<file path="src/rtl/intr_pend_mask_ctrl.sv">
module intr_pend_mask_ctrl #(
  parameter logic [0:63] IMPL = 64'hFFFF_7F06_FFFF_FFFF,
  parameter logic [0:63] LIVE = 64'h0000_0000_FFFF_0000
) (
  input  logic        clk,
  input  logic        rst,
  input  logic        reg_wr,
  input  logic [1:0]  reg_addr,
  input  logic [31:0] reg_wdata,
  output logic [31:0] reg_rdata,
  input  logic [0:63] src_evt,
  input  logic [0:63] evt_live,
  output logic        irq_out,
  output logic [5:0]  top_idx,
  output logic        top_vld
);
  localparam logic [0:63] LATCHED = IMPL & ~LIVE;

  logic [0:63] lat_q, mask_q, pend_v, act_v, clr_v;
  logic        irq_q;

  assign clr_v = !reg_wr           ? '0 :
                 reg_addr == 2'd0  ? {reg_wdata, 32'b0} :
                 reg_addr == 2'd1  ? {32'b0, reg_wdata} : '0;

  always_ff @(posedge clk) begin
    if (rst) begin
      lat_q  <= '0;
      mask_q <= '0;
      irq_q  <= 1'b0;
    end else begin
      lat_q <= ((lat_q & ~clr_v) | src_evt) & LATCHED;
      if (reg_wr && reg_addr == 2'd2) mask_q[0:31]  <= reg_wdata & IMPL[0:31];
      if (reg_wr && reg_addr == 2'd3) mask_q[32:63] <= reg_wdata & IMPL[32:63];
      irq_q <= |act_v;
    end
  end

  assign pend_v  = lat_q | (evt_live & LIVE & IMPL);
  assign act_v   = pend_v & mask_q;
  assign irq_out = irq_q;

  always_comb begin
    top_idx = '0;
    top_vld = 1'b0;
    for (int i = 63; i >= 0; i--) begin
      if (act_v[i]) begin
        top_idx = 6'(i);
        top_vld = 1'b1;
      end
    end
  end

  always_comb begin
    case (reg_addr)
      2'd0:    reg_rdata = pend_v[0:31];
      2'd1:    reg_rdata = pend_v[32:63];
      2'd2:    reg_rdata = mask_q[0:31];
      default: reg_rdata = mask_q[32:63];
    endcase
  end
endmodule


</file>
<file path="config.mk">
export PLATFORM = sky130hd
export DESIGN_NAME = intr_pend_mask_ctrl
export DESIGN_NICKNAME = d
export VERILOG_FILES = /design/src/rtl/intr_pend_mask_ctrl.sv
export SDC_FILE = /design/constraint.sdc
export NUM_CORES = 1
export LEC_CHECK = 0
export BUFFER_PORTS_ARGS = -buffer_cell sky130_fd_sc_hd__buf_2
export CAP_MARGIN = 30
export CORE_ASPECT_RATIO = 0.7
export CORE_UTILIZATION = 44
export DETAILED_ROUTE_END_ITERATION = 10
export PLACE_DENSITY = 0.76
export REMOVE_ABC_BUFFERS = 1
export SKIP_CTS_REPAIR_TIMING = 1
export SKIP_LAST_GASP = 1
export SLEW_MARGIN = 0
export SYNTH_ARGS = -nofsm -noshare
export SYNTH_HDL_FRONTEND = slang
export SYNTH_SLANG_ARGS = --single-unit
</file>
<file path="constraint.sdc">
create_clock -name clk -period 5.6 [get_ports clk]
set_clock_uncertainty 0.1 [all_clocks]
set_input_delay 1.12 -clock clk [delete_from_list [all_inputs] [get_ports clk]]
set_output_delay 1.12 -clock clk [all_outputs]
set_load 0.005 [all_outputs]
</file>
==> results.yml, run 1 <==
timing:
  maxSlewViolCount: 0
  finalSetupViolations: 0
  worst_slew_pin_slew_ns: 0.9994
  hold_viol: 0
  rsz0062_at_grt: "false"
  finalCritPeriodShare_pct: 72.44
  post-route-min-period_ns: 4.056
  setup-tns-final_ns: 0
  layout_setup_ws_ns: 1.544
  max_freq_mhz: 246.5
  slew_headroom_pct: 33.37
cts:
  tritoncts: "done"
  cts-root-buf: "clkbuf_16"
  clkLatencyLatePin_ns: 0.35
  cts_buffer_depth: 2
  cts_made_buffers: 9
  clkTransAtPathRegs_ns: 0.06
  cts_max_level: 3
  cts_sinks: 99
finish:
  fillCellCount: 1042
  mostFrequentLayoutCell: "nand2_1"
  nNetsFinal: 921
  layout_common_cells: "205 x nand2_1, 133 x buf_2, 107 x a21oi_1, 99 x dfxtp_1, 51 x nor2_1"
  antenna_cells_inserted: 0
  drive_above_1_share_pct: 25.36
  seq_area_um2: 1982
  multi_input_area_um2: 2932
  syn2layout_area_growth_pct: 21.74
pwr:
  p_per_area_nw_per_um2: 281.3
  irDropWorstVdd_mv: 0.2114
  leakage_nw: 2.539
synthesis:
  netlist_instances: 640
  synth_edf_count: 0
  synth_seq_cells: 99
  ys.flop_type: "dfxtp_1"
  synth.distinct_cells: 44
  synth.avg_cell_area_um2: 7.896
  seq_area_frac_synth_pct: 39.22
  synthArstFlopShare_pct: 0
  synth_area_um2: 5054
  ys.warnings.count: 0
placed_design:
  place_ws_ns: 1.643
  portBuffers: 133
  routabilityCongestion: 0.9602
  dp_hpwl_um: 11780
critical_path:
  max_stage_delay_ns: 0.55
  endpoint_kind: "primary output"
  start_kind: "input pin"
  path_cells: "buf_2 > nand2_1 > nand2_1 > nor4_1 > nand3_1 > a311oi_1 > buf_2"
  critical_path_class: "in2out"
  critical-path-slowest-cell: "nor4_1"
  crit_fanout: 3
  worst-endpoint-arrival_ns: 2.84
  required_ns: 4.38
floorplan:
  die_y_um: 91.67
  dieArea_um2: 11920
  core_um2: 11090
  rows: 32
  ioPinCount: 205
  die_x_um: 130.1
  start_util_pct: 45.57
global_route:
  grt-ovfl-total: 0
  grt_pass1_vias: 4997
  grt_start_max_net_pins: 56
  gr-usage-all-layers_pct: 27.76
  grt_first_pass_wirelength_um: 25340
  antenna_found_initial: 0
route:
  drtIter0Drc: 559
  finalWirelength_um: 16080
  post_drt_wl_per_cell_um: 17.59
  drc: 0
  dr.pass1.iters: 5
  ant_nets: 0
  via_per_inst: 5.881
  num_vias: 5375
min_path:
  worstHoldPathType: "reg2reg"
flow_run:
  cap_violations: 0
run_status:
  outcome: "finished clean"
worst paths after layout:
check	startpoint	endpoint	slack, ns	cells past startpoint
max	evt_live[35]	top_idx[3]	1.54	7
min	mask_q[12]	mask_q[12]	0.37	2
max reg2reg	lat_q[14]	irq_out	3.66	6
min reg2reg	mask_q[12]	mask_q[12]	0.37	2
sequential cells by signal, indices dropped and copies added, names as in the netlist:
register  cells
mask_q       57
lat_q        41
irq_out       1
worst max-delay path, delay by kind of cell:
family | cells | cell delay [ns]
buf+inv | 2 | 0.31
simple gates | 4 | 0.96
compound gates | 1 | 0.45
through the flow:
step                      instance area [um^2]  util, %  cells  hold WS [ns]  power [mW]
after floorplan                           4917        -    605        0.3403      0.9174
after global placement                    5819    52.47    897        0.3524       1.052
after detailed placement                  5827    52.54    898        0.3601       1.062
after CTS                                 6152    55.47    914        0.3699       1.731
after global routing                      6152    55.47    914        0.3918       1.796
final                                     6152    55.47    914        0.3708       1.731
synth_stat cells, drive strengths merged, types with 2 or more instances:
library cell,instances,share of area [%]
nand2,205,15
a21oi,107,11
dfxtp,99,39
nor2,53,4.1
clkbuf,29,2.2
mux4,25,11
nand3,17,1.7
a22oi,16,2.5
a22o,11,2.2
nor2b,10,1.2
mux2i,7,1.4
buf,6,0.54
o21ai,6,0.59
a31oi,5,0.62
a32o,5,0.99
nor3,5,0.50
a211oi,4,0.69
and2,3,0.37
o211ai,3,0.45
a211o,2,0.35
a222oi,2,0.40
a311oi,2,0.35
nand4,2,0.25
nor4,2,0.25
o31ai,2,0.30
final cells by class:
| type | count | area share (%) |
|---|---|---|
| Clock buffer | 9 | 3.661 |
| Tap cell | 153 | 3.112 |
| Multi-Input combinational cell | 505 | 47.65 |
| Timing Repair Buffer | 140 | 11.67 |
| Clock inverter | 7 | 1.627 |
| Sequential cell | 99 | 32.21 |
| Inverter | 1 | 0.06101 |
where the power goes:
group | total, mW | internal [mW] | switching, mW
combinational | 0.271 | 0.125 | 0.146
sequential | 0.782 | 0.740 | 0.0414
clock | 0.678 | 0.395 | 0.283
total | 1.73 | 1.26 | 0.470
cells by family (layout without fill, tap and decap cells):
| kind of cell | after synthesis | in the layout | share of synthesized area (%) |
|---|---|---|---|
| AND/OR/NAND/NOR | 302 | 302 | 24.44 |
| multiplexers | 32 | 32 | 12.53 |
| AO/OA/AOI/OAI | 171 | 171 | 21.05 |
| buffers and inverters | 36 | 157 | 2.773 |
| flip-flops | 99 | 99 | 39.22 |
per-layer routing:
metal / track usage (%) / share of wire, %
met5: 0 / 0
met4: 10.47 / 1.7
met3: 6.534 / 12
met2: 39.67 / 42
met1: 40.22 / 44
No activity file was read; power rests on OpenSTA's default activity.
==> run 2, diff against run 1 <==
--- a/config.mk
+++ b/config.mk
@@ -5,12 +5,13 @@
 export SDC_FILE = /design/constraint.sdc
 export NUM_CORES = 1
 export LEC_CHECK = 0
+export ABC_AREA = 1
 export BUFFER_PORTS_ARGS = -buffer_cell sky130_fd_sc_hd__buf_2
 export CAP_MARGIN = 30
 export CORE_ASPECT_RATIO = 0.7
 export CORE_UTILIZATION = 44
 export DETAILED_ROUTE_END_ITERATION = 10
-export PLACE_DENSITY = 0.76
+export PLACE_DENSITY = 0.75
 export REMOVE_ABC_BUFFERS = 1
 export SKIP_CTS_REPAIR_TIMING = 1
 export SKIP_LAST_GASP = 1
==> constraint.sdc (replaced) <==
create_clock -name clk -period 4.1 [get_ports clk]
set_clock_uncertainty 0.1 [all_clocks]
set_input_delay 0.82 -clock clk [delete_from_list [all_inputs] [get_ports clk]]
set_output_delay 0.82 -clock clk [all_outputs]
set_load 0.005 [all_outputs]
==> results.yml, run 2 <==
global_route:
  grt-ovfl-total: 0
  grt_first_pass_wirelength_um: 24610
  grt_pass1_vias: 4916
  gr-usage-all-layers_pct: 25.89
  grt_start_max_net_pins: 100
  antenna_found_initial: 0
timing:
  hold_viol: 0
  maxSlewViolCount: 0
  layout_setup_ws_ns: -0.3815
  finalSetupViolations: 1
  slew_headroom_pct: 44.45
  post-route-min-period_ns: 4.481
  finalCritPeriodShare_pct: 109.3
  rsz0062_at_grt: "true"
  worst_slew_pin_slew_ns: 0.8303
  max_freq_mhz: 223.1
  hold_slack_ns: 0.3815
route:
  ant_nets: 0
  post_drt_wl_per_cell_um: 14.69
  wl_met3_um: 1602
  drtIter0Drc: 476
  dr.pass1.iters: 5
  via_per_inst: 5.288
  num_vias: 5605
  wl_met1_um: 7901
  met2WireLength_um: 5963
  topRoutingLayerUsed: "met4"
  finalWirelength_um: 15570
  drc: 0
synthesis:
  synth.avg_cell_area_um2: 6.589
  synth_area_um2: 5179
  synth_top_cells_by_count: "210 x nand2_1, 99 x dfxtp_1, 93 x nor2_1, 78 x inv_1, 62 x a21oi_1"
  ys.warnings.count: 0
  yosysTopAreaCell: "dfxtp_1"
  seq_area_frac_synth_pct: 38.27
  synth.most_common_cell: "nand2_1"
  synth_seq_cells: 99
  netlist_instances: 786
  synth_edf_count: 0
  synthArstFlopShare_pct: 0
  synth_top_cell_area_share_pct: 38.27
  yosys-top-cells-area: "dfxtp_1 38%, nand2_1 15%, nor2_1 6.7%, a211oi_1 6.1%, a21oi_1 6.0%"
  synth.distinct_cells: 26
  ys.flop_type: "dfxtp_1"
placed_design:
  dp_hpwl_um: 10880
  placed_area_um2: 5978
  portBuffers: 133
  post-place-cells: 1042
  routabilityCongestion: 0.9161
finish:
  finalInstanceArea_um2: 6342
  final_core_util_pct: 56.37
  syn2layout_area_growth_pct: 22.47
  mostFrequentLayoutCell: "nand2_1"
  fillCellCount: 1085
  multi_input_area_um2: 2731
  seq_area_um2: 1984
  largest_register: "mask_q"
  layout_common_cells: "208 x nand2_1, 133 x buf_2, 97 x dfxtp_1, 92 x nor2_1, 78 x inv_1"
  stdcell_count: 1060
  drive_above_1_share_pct: 22.60
  largest_reg_flops: 57
  antenna_cells_inserted: 0
  nNetsFinal: 1067
critical_path:
  path_common_cell: "nand2_1"
  r2r_end: "irq_out"
  ff2ff_path_depth: 6
  endpoint_kind: "primary output"
  crit_buf_inv: 2
  critical_path_depth: 55
  r2r_slack_ns: 2.10
  start_kind: "flip-flop"
  worst-endpoint-arrival_ns: 3.56
  max_stage_delay_ns: 0.33
  crit_fanout: 2
  critical_path_class: "reg2out"
  critical_path.top_delay_family: "simple AND/OR/NAND/NOR gates"
  required_ns: 3.18
  critical-path-slowest-cell: "dfxtp_2"
  r2r-start: "mask_q[32]"
flow_run:
  cap_violations: 0
cts:
  cts_sinks: 99
  cts_max_level: 3
  tritoncts: "done"
  clkLatencyLatePin_ns: 0.35
  clkTransAtPathRegs_ns: 0.07
  cts_buffer_depth: 2
  cts_made_buffers: 9
  cts-root-buf: "clkbuf_16"
floorplan:
  rows: 32
  ioPinCount: 205
  core_um2: 11250
  dieArea_um2: 12220
  die_y_um: 92.77
  start_util_pct: 46.03
  die_x_um: 131.7
min_path:
  holdPathEnd: "mask_q[13]"
  worstHoldPathType: "reg2reg"
  worstHoldPathCells: 2
  min_from: "mask_q[13]"
run_status:
  outcome: "finished, violations left"
  violations: "setup timing"
pwr:
  p_per_area_nw_per_um2: 392.4
  leakage_nw: 3.042
  total_power_mw: 2.489
  irDropWorstVdd_mv: 0.2126
==> run 2: changes by cell type after synthesis, sizes merged, moves of 10 or more <==
cell,delta
nor2,+40
clkbuf,+11
nand2,+37
inv,+85
a22o,-11
mux4,-25
nand3,+19
nor2b,-10
a22oi,-16
o2111ai,+15
o21ai,+36
a211oi,+38
a21oi,-44
==> run 2: logic make-up (layout without fill, tap and decap cells) <==
group | after synthesis | in the layout | share of synthesized area [%]
compound gates | 181 | 181 | 21.82
buf+inv | 126 | 247 | 9.133
flops | 99 | 99 | 38.27
simple gates | 380 | 380 | 30.78
==> run 2: stage by stage <==
stage	setup TNS, ns	setup WS [ns]
after floorplan	0	0.5132
after global placement	-0.006620	-0.006620
after detailed placement	-0.01541	-0.01541
after CTS	-0.4076	-0.4076
after global routing	-0.9718	-0.9718
final	-0.3815	-0.3815
==> run 2: worst max-delay path by stage <==
stage / start / endpoint / slack, ns
finish: lat_q[63] / top_idx[0] / -0.38
global route: lat_q[63] / top_idx[0] / -0.97
CTS: lat_q[63] / top_idx[0] / -0.41
detailed placement: lat_q[63] / top_idx[0] / -0.02
global placement: lat_q[63] / top_idx[0] / -0.007
floorplan: lat_q[63] / top_idx[0] / 0.51
==> run 2: report_power, final <==
group	internal, mW	leakage [nW]	total, mW	switching (mW)
combinational	0.180	2.06	0.447	0.267
clock	0.614	0.163	0.978	0.365
sequential	1.02	0.818	1.06	0.0435
==> run 2: worst reg2reg max path: cells and delay by family, from the launching register on <==
family             cells  cell delay (ns)
DFF                    1             0.31
and+or+nand+nor        5             1.32
AOI/OAI and AO/OA      1             0.15
==> run 2: cell type report <==
type                    count  area share (%)
clock buffers              12           3.886
clock inverters             4           1.539
inverters                  86           5.090
multi-input cells         561           43.07
flip-flops and latches     99           31.29
well taps                 153           3.018
repair buffers            145           12.11
==> run 2: layer usage <==
metal  GRT usage [%]  up-vias
met4           5.136        0
li1                -     2826
met5               0        -
met1           39.85     2493
met2           36.16      278
met3           5.419        8
